### config.mk
export PLATFORM = sky130hd
export DESIGN_NAME = ival_timer
export DESIGN_NICKNAME = d
export VERILOG_FILES = /design/src/rtl/ival_pkg.sv /design/src/rtl/ival_prescale.sv /design/src/rtl/ival_count.sv /design/src/rtl/ival_ctrl.sv /design/src/rtl/ival_timer.sv
export SDC_FILE = /design/constraint.sdc
export NUM_CORES = 1
export LEC_CHECK = 0
export BUFFER_PORTS_ARGS = -buffer_cell sky130_fd_sc_hd__buf_2
export CORE_UTILIZATION = 44
export DETAILED_ROUTE_END_ITERATION = 8
export HOLD_SLACK_MARGIN = 0.05
export PLACE_DENSITY = 0.71
export REMOVE_ABC_BUFFERS = 1
export SLEW_MARGIN = 5
export SYNTH_ARGS = -nofsm -noshare
export SYNTH_HDL_FRONTEND = slang
export SYNTH_SLANG_ARGS = --single-unit
export TNS_END_PERCENT = 5
### constraint.sdc
create_clock -name clk -period 3.8 [get_ports clk]
set_clock_uncertainty 0.05 [all_clocks]
set_input_delay 0.19 -clock clk [delete_from_list [all_inputs] [get_ports clk]]
set_output_delay 0.19 -clock clk [all_outputs]
set_load 0.02 [all_outputs]
### src/rtl/ival_pkg.sv
package ival_pkg;

   localparam int REG_AW = 3;

   typedef enum logic [REG_AW-1:0] {
      SEL_CTRL   = 3'd0,
      SEL_DIV    = 3'd1,
      SEL_PERIOD = 3'd2,
      SEL_COUNT  = 3'd3,
      SEL_STATUS = 3'd4
   } reg_sel_e;

   localparam int CTRL_RUN_BIT  = 0;
   localparam int CTRL_AUTO_BIT = 1;
   localparam int STAT_FLAG_BIT = 0;

endpackage

### src/rtl/ival_prescale.sv
module ival_prescale #(
   parameter int PRE_W  = 8,
   parameter bit PRE_EN = 1'b1
) (
   input  logic             clk,
   input  logic             rst_n,
   input  logic             run,
   input  logic             restart,
   input  logic [PRE_W-1:0] limit,
   output logic             tick
);

   generate
      if (PRE_EN) begin : g_div
         logic [PRE_W-1:0] div_q;
         logic             wrap;

         // The >= compare keeps a shrunken limit from causing a long wrap.
         assign wrap = (div_q >= limit);

         always_ff @(posedge clk or negedge rst_n) begin
            if (!rst_n)
               div_q <= '0;
            else if (!run || restart || wrap)
               div_q <= '0;
            else
               div_q <= div_q + 1'b1;
         end

         assign tick = run && !restart && wrap;
      end else begin : g_pass
         logic unused_limit;
         assign unused_limit = ^limit;
         assign tick = run && !restart;
      end
   endgenerate

endmodule

### src/rtl/ival_count.sv
module ival_count #(
   parameter int CNT_W = 32,
   parameter int PER_W = 16
) (
   input  logic             clk,
   input  logic             rst_n,
   input  logic             tick,
   input  logic             load,
   input  logic [CNT_W-1:0] load_val,
   input  logic             auto_en,
   input  logic [PER_W-1:0] period,
   output logic [CNT_W-1:0] cnt,
   output logic             expire
);

   localparam int EXT_W = CNT_W - PER_W;

   logic [CNT_W-1:0] period_ext;
   logic             at_end;

   generate
      if (EXT_W > 0) begin : g_ext
         assign period_ext = {{EXT_W{1'b0}}, period};
      end else begin : g_same
         assign period_ext = period;
      end
   endgenerate

   assign at_end = (cnt[CNT_W-1:1] == '0);
   assign expire = tick && at_end;

   always_ff @(posedge clk or negedge rst_n) begin
      if (!rst_n)
         cnt <= '0;
      else if (load)
         cnt <= load_val;
      else if (tick) begin
         if (at_end)
            cnt <= auto_en ? period_ext : '0;
         else
            cnt <= cnt - 1'b1;
      end
   end

endmodule

### src/rtl/ival_ctrl.sv
module ival_ctrl #(
   parameter int PRE_W = 8,
   parameter int PER_W = 16
) (
   input  logic             clk,
   input  logic             rst_n,
   input  logic             wr_ctrl,
   input  logic             wr_div,
   input  logic             wr_per,
   input  logic             wr_stat,
   input  logic [1:0]       d_ctrl,
   input  logic [PRE_W-1:0] d_div,
   input  logic [PER_W-1:0] d_per,
   input  logic             d_clr,
   input  logic             expire,
   output logic             run_en,
   output logic             auto_en,
   output logic [PRE_W-1:0] div_val,
   output logic [PER_W-1:0] per_val,
   output logic             flag
);

   always_ff @(posedge clk or negedge rst_n) begin
      if (!rst_n) begin
         run_en  <= 1'b0;
         auto_en <= 1'b0;
      end else if (wr_ctrl) begin
         run_en  <= d_ctrl[0];
         auto_en <= d_ctrl[1];
      end else if (expire && !auto_en) begin
         run_en  <= 1'b0;
      end
   end

   always_ff @(posedge clk or negedge rst_n) begin
      if (!rst_n) begin
         div_val <= '0;
         per_val <= '0;
      end else begin
         if (wr_div) div_val <= d_div;
         if (wr_per) per_val <= d_per;
      end
   end

   // A new expiry outranks a clear on the same edge.
   always_ff @(posedge clk or negedge rst_n) begin
      if (!rst_n)
         flag <= 1'b0;
      else
         flag <= expire | (flag & ~(wr_stat & d_clr));
   end

endmodule

### src/rtl/ival_timer.sv
module ival_timer
   import ival_pkg::*;
#(
   parameter int CNT_W  = 32,
   parameter int PRE_W  = 8,
   parameter int PER_W  = 16,
   parameter int DATA_W = 32,
   parameter bit PRE_EN = 1'b1
) (
   input  logic              clk,
   input  logic              rst_n,
   input  logic              wr_en,
   input  logic [REG_AW-1:0] wr_addr,
   input  logic [DATA_W-1:0] wr_data,
   input  logic [REG_AW-1:0] rd_addr,
   output logic [DATA_W-1:0] rd_data,
   output logic              irq
);

   generate
      if (PER_W > CNT_W) begin : g_bad_per
         $error("ival_timer: PER_W must not exceed CNT_W");
      end
      if (CNT_W > DATA_W || PRE_W > DATA_W) begin : g_bad_data
         $error("ival_timer: DATA_W must hold the counter and prescale");
      end
      if (PRE_W < 1 || CNT_W < 2) begin : g_bad_small
         $error("ival_timer: widths too small");
      end
   endgenerate

   logic             wr_ctrl, wr_div, wr_per, wr_cnt, wr_stat;
   logic             run_en, auto_en, flag;
   logic [PRE_W-1:0] div_val;
   logic [PER_W-1:0] per_val;
   logic [CNT_W-1:0] cnt;
   logic             tick, expire;

   assign wr_ctrl = wr_en && (wr_addr == SEL_CTRL);
   assign wr_div  = wr_en && (wr_addr == SEL_DIV);
   assign wr_per  = wr_en && (wr_addr == SEL_PERIOD);
   assign wr_cnt  = wr_en && (wr_addr == SEL_COUNT);
   assign wr_stat = wr_en && (wr_addr == SEL_STATUS);

   ival_ctrl #(.PRE_W(PRE_W), .PER_W(PER_W)) u_ctrl (
      .clk     (clk),
      .rst_n   (rst_n),
      .wr_ctrl (wr_ctrl),
      .wr_div  (wr_div),
      .wr_per  (wr_per),
      .wr_stat (wr_stat),
      .d_ctrl  (wr_data[CTRL_AUTO_BIT:CTRL_RUN_BIT]),
      .d_div   (wr_data[PRE_W-1:0]),
      .d_per   (wr_data[PER_W-1:0]),
      .d_clr   (wr_data[STAT_FLAG_BIT]),
      .expire  (expire),
      .run_en  (run_en),
      .auto_en (auto_en),
      .div_val (div_val),
      .per_val (per_val),
      .flag    (flag)
   );

   ival_prescale #(.PRE_W(PRE_W), .PRE_EN(PRE_EN)) u_pre (
      .clk     (clk),
      .rst_n   (rst_n),
      .run     (run_en),
      .restart (wr_cnt),
      .limit   (div_val),
      .tick    (tick)
   );

   ival_count #(.CNT_W(CNT_W), .PER_W(PER_W)) u_cnt (
      .clk      (clk),
      .rst_n    (rst_n),
      .tick     (tick),
      .load     (wr_cnt),
      .load_val (wr_data[CNT_W-1:0]),
      .auto_en  (auto_en),
      .period   (per_val),
      .cnt      (cnt),
      .expire   (expire)
   );

   always_comb begin
      rd_data = '0;
      case (rd_addr)
         SEL_CTRL:   rd_data = DATA_W'({auto_en, run_en});
         SEL_DIV:    rd_data = DATA_W'(div_val);
         SEL_PERIOD: rd_data = DATA_W'(per_val);
         SEL_COUNT:  rd_data = DATA_W'(cnt);
         SEL_STATUS: rd_data = DATA_W'(flag);
         default:    rd_data = '0;
      endcase
   end

   assign irq = flag;

endmodule

; After elaboration in Yosys (flattened, before gate mapping)
; Cells that the tools add are included.
[word_totals]
ff_bits = 67
input_bits = 41
[classes]
add_sub_neg = 2
n_lt_le_gt_ge = 1
eq_ne = 8
mux = 8
n_bitwise = 4
reduce_logical = 19
[ops]
columns = cell, count
row1 = 32-bit one-hot mux with 5 select lines, 1
row2 = 32-bit two-way mux, 3
row3 = 32-bit by 1-bit subtractor with 32-bit output (second input constant), 1
row4 = 31-bit zero test, 1
row5 = 16-bit two-way mux, 1
row6 = 3-bit by 2-bit equality test with 1-bit output (second input constant), 4
row7 = 1-bit logical AND, 9
row8 = 8-bit by 1-bit adder with 8-bit output (second input constant), 1
row9 = 8-bit >= comparator, 1
row10 = 8-bit two-way mux, 1
row11 = 3-bit by 1-bit equality test with 1-bit output (second input constant), 2
row12 = 3-bit equality test (second input constant), 2
row13 = 3-bit zero test, 2
row14 = 2-bit nonzero test, 2
row15 = 1-bit zero test, 3
row16 = 1-bit bitwise AND, 2
row17 = 1-bit logical OR, 2
row18 = 1-bit two-way mux, 2
row19 = 1-bit inverter, 1
row20 = 1-bit OR, 1

; Depth between registers and ports, before layout
[depth]
depth_word = 9
mapped_depth = 10

; Cells and area by module
; From an unflattened synthesis, not the netlist that was laid out.
[unflattened]
cells_unflattened = 472
area_unflattened_um2 = 4536.9
[modules_own_cells]
columns = mod, n_inst, cells_each, area_per_inst_um2
row1 = ival_count, 1, 277, 2308.5
row2 = ival_ctrl, 1, 61, 1063.5
row3 = ival_prescale, 1, 60, 625.6
row4 = ival_timer, 1, 74, 539.3

; Worst setup path before layout
; No wires, ideal clock.
[synth_timing]
kind = reg2reg
from = register u_cnt.cnt[0]
to = register u_cnt.cnt[26]
setup_time_ns = 0.126
arrival_ns = 2.614
required_time_ns = 3.624
path_slack_ns = 1.010
path_stages_with_launch = 10
path_buffers = 1
path_cell_list = dfrtp_1 clkbuf_1 inv_1 ha_1 or4b_4 or4_4 or3_4 o31ai_2 a21oi_1 a221o_1
[synth_between]
elab_chain_cells = 4
[synth_rtl]
columns = item, line_no
row1 = "start, declared", ival_count.sv:12  ; output logic [CNT_W-1:0] cnt,
row2 = "start signal, assigned", ival_count.sv:36  ; cnt <= load_val;
row3 = "start signal, assigned", ival_count.sv:39  ; cnt <= auto_en ? period_ext : '0;
row4 = "start signal, assigned", ival_count.sv:41  ; cnt <= cnt - 1'b1;
row5 = 32-bit by 1-bit subtractor with 32-bit output, ival_count.sv:41
row6 = 32-bit two-way mux, ival_count.sv:38  ; if (at_end)
row7 = 32-bit two-way mux, ival_count.sv:37  ; else if (tick) begin
row8 = 32-bit two-way mux, ival_count.sv:35  ; else if (load)
; Every way passes these cells. The select of a mux whose other input is x is not followed.
; A chain may end at the register's enable or synchronous reset.

; Final worst setup path
[layout_timing]
from = register u_cnt.cnt[29]
to = register u_cnt.cnt[1]
[layout_between]
elab_chain_cells = 4
[layout_rtl]
columns = item, line_no
row1 = 31-bit zero test, ival_count.sv:29  ; assign at_end = (cnt[CNT_W-1:1] == '0);
row2 = 32-bit two-way mux, ival_count.sv:38
row3 = 32-bit two-way mux, ival_count.sv:37
row4 = 32-bit two-way mux, ival_count.sv:35
; Every way passes these cells. The select of a mux whose other input is x is not followed.

==> results_dict.tcl <==
set metrics [dict create \
    synth_edf_count 0 \
    num_rows 35 \
    worstSetupPathType "register to register" \
    synth_area_leaders "dfrtp_1 38%, mux2_2 6.2%, nor2_1 5.7%, o21ai_0 3.7%, a21oi_1 3.3%" \
    hold_viol_final 0 \
    core-area_um2 9420 \
    drtPass1Iterations 5 \
    diodes 0 \
    drt-wirelength-per-cell_um 17.4 \
    synth.avg_cell_area_um2 8.66 \
    crit_chain "or4_1, nor4_1, nand4_1, buf_4, a21oi_1, a211oi_1, a211o_1" \
    antenna_found_initial 0 \
    clk_path_buf_depth 2 \
    cts_root_buf "clkbuf_8" \
    grt_overflow 0 \
    slowest_stage "or4_1" \
    drc 0 \
    syn2layout_area_growth_pct 20.1 \
    synth_cell_type_count 57 \
    port_buffers 73 \
    cp.required_ps 3990 \
    hold_ws_ps 48.3 \
    multi_input_area_um2 2480 \
    fmax_mhz 330 \
    grt_max_degree 42 \
    synth_most_common_cell "dfrtp_1" \
    place_ws_ps 812 \
    nFillCells 871 \
    finalWirelength_mm 12.4 \
    start_util_pct 46.3 \
    p_leak_nw 2.24 \
    synth_area_leader_cell "dfrtp_1" \
    grt_pass1_vias 4033 \
    synth_seq_cells 67 \
    tns_ps 0 \
    synthFlopType "dfrtp_1" \
    synthArstFlopShare_pct 100 \
    whs_path_depth 3 \
    path_max_fanout 14 \
    final_cells 711 \
    min_path_type "input port to register" \
    status "complete, no violations" \
    setup_violations 0 \
    die_y_um 101 \
    min_period_ps 3030 \
    cp_num_cells 7 \
    yosysWarningCount 0 \
    cts-resized-gates 0 \
    antenna_left 0 \
    min_period_over_period_pct 79.7 \
    grt_pass1_wl_mm 20.3 \
    die_area_um2 10300 \
    synthCells 503 \
    cts_tree "built" \
    vias_per_cell 5.94 \
    maxCapViolCount 0 \
    regArea_um2 1680 \
    synth_seq_area_share_pct 38.5 \
    tightest_slew_ps 937 \
    drive_above_1_share_pct 22.7 \
    peakVddDrop_mv 0.233 \
    worstRegToRegCells 7 \
    netlist_area_um2 4360 \
    seq_power_share_pct 44.6 \
    end_kind "register" \
    fin_nets 628 \
    cts.reportedPaths.clkPinSlew_ps 80 \
    gp_congestion 0.980 \
    clock_latency_ps 350 \
    internal_power_mw 1.60 \
    rsz0062_at_grt "false" \
    ios 74 \
    cts_setup_buffers 0 \
    power_switching_mw 0.843 \
    path_delay_family "simple AND/OR/NAND/NOR gates" \
    die_w_um 101 \
    arrival_ps 3220 \
    p_comb_share_pct 25.3 \
    vias 4221 \
    slew_headroom_pct 37.3 \
    cp-start-kind "register" \
    synth_top_area_share_pct 38.5 \
    fin_ws_ps 770 \
    grtUsageTotal_pct 25.7 \
    place_inst 675 \
    slowest_delay_ps 560 \
    crit_buf_inv 1 \
    htreeDepth 3 \
    synth_common_cells "67 x dfrtp_1, 66 x nor2_1, 35 x nand2_1" \
    clock-sinks 67 \
    switching_share_pct 34.6 \
    drt_iter0_drc 261 \
    cts_buffers 9 \
    detailed_place_hpwl_mm 8.49 \
    slew_violations 0 \
    clock_power_share_pct 30.1 \
    powerDensity_nw_per_um2 466 \
]
[state kept, by name (all words and copies together) (netlist names)]
register,flops
u_cnt.cnt,32
u_ctrl.div_val,8
u_pre.g_div.div_q,8
u_ctrl.run_en,1
u_ctrl.auto_en,1
u_ctrl.flag,1
u_ctrl.per_val,16
[final timing paths]
kind	to	start	slack (ps)
min in group asynchronous	u_cnt.cnt[28]	rst_n	370
setup / recovery	u_cnt.cnt[1]	u_cnt.cnt[29]	770
max in group asynchronous	u_cnt.cnt[17]	rst_n	2370
hold reg to reg	u_ctrl.per_val[1]	u_ctrl.per_val[1]	490
hold / removal	u_cnt.cnt[21]	wr_data[21]	50
setup reg to reg	u_cnt.cnt[1]	u_cnt.cnt[29]	770
[placed cells by master (no fill, tap or decap), types with 3 or more instances in the layout]
master         count
inv_1             16
a31oi_1            9
mux2i_1           10
buf_4              6
nand3_1           16
and3_1             4
nand4_1            7
dfrtp_1           67
buf_2             73
dlygate4sd3_1     20
ha_1              10
o311ai_0           4
nand2_1           35
or3_1              9
clkbuf_8           9
nand4b_1           3
a311oi_1           6
a21oi_1           29
o22ai_1            3
o21ai_0           32
mux2_2            24
bufinv_16          3
and2_1            18
nor4_1             9
or4_1              5
or2_2              4
o211ai_1           6
nor3_1            11
xor2_1            13
a22oi_1            7
xnor2_1            5
a211o_1            7
nor2_1            66
[area by class of cell]
type | instances | share of cell area (%)
flip-flops and latches | 67 | 32.1
clock inverters | 7 | 2.22
well taps | 129 | 3.09
repair buffers | 99 | 11.7
multi-input cells | 384 | 47.4
inverters | 16 | 1.15
clock buffers | 9 | 2.37
[tightest hold or removal path: stages]
cell,delay [ps]
buf_2,80
a22oi_1,60
o21ai_0,80
[power groups by stage]
stage	logic [mW]	registers (mW)	clock network, mW
finish	0.617	1.09	0.734
global route	0.691	1.11	0.769
CTS	0.615	1.08	0.742
detailed placement	0.593	1.09	0
global placement	0.580	1.08	0
floorplan	0.439	1.02	0
[cell families after synthesis]
group                      synth area share (%)
AOI/OAI and AO/OA                          17.2
adders and majority gates                  2.87
DFF                                        38.5
and+or+nand+nor                            23.7
xor gates and xnor gates                   3.62
muxes                                      9.54
buffers and inverters                      4.54
[through the flow]
step	power [mW]	util, %	cell area, um2
CTS	2.44	55.5	5230
global route	2.57	55.5	5230
detailed placement	1.68	50.9	4790
floorplan	1.46	-	4220
global placement	1.66	50.9	4790
finish	2.44	55.5	5230
[what timing repair did]
item                                   in CTS  in global routing
endpoints found under the hold margin      54                  0
hold buffers                               20                  0
setup endpoints to repair                   0                  0
[routing by layer]
layer	track usage [%]	part of all wire, %	vias to the layer above
met5	0	0	-
met4	11.6	2.0	0
met3	3.93	6.4	26
met2	40.2	46	194
met1	35.3	46	2039
li1	-	-	1962
Power figures use the tool's default switching activity.
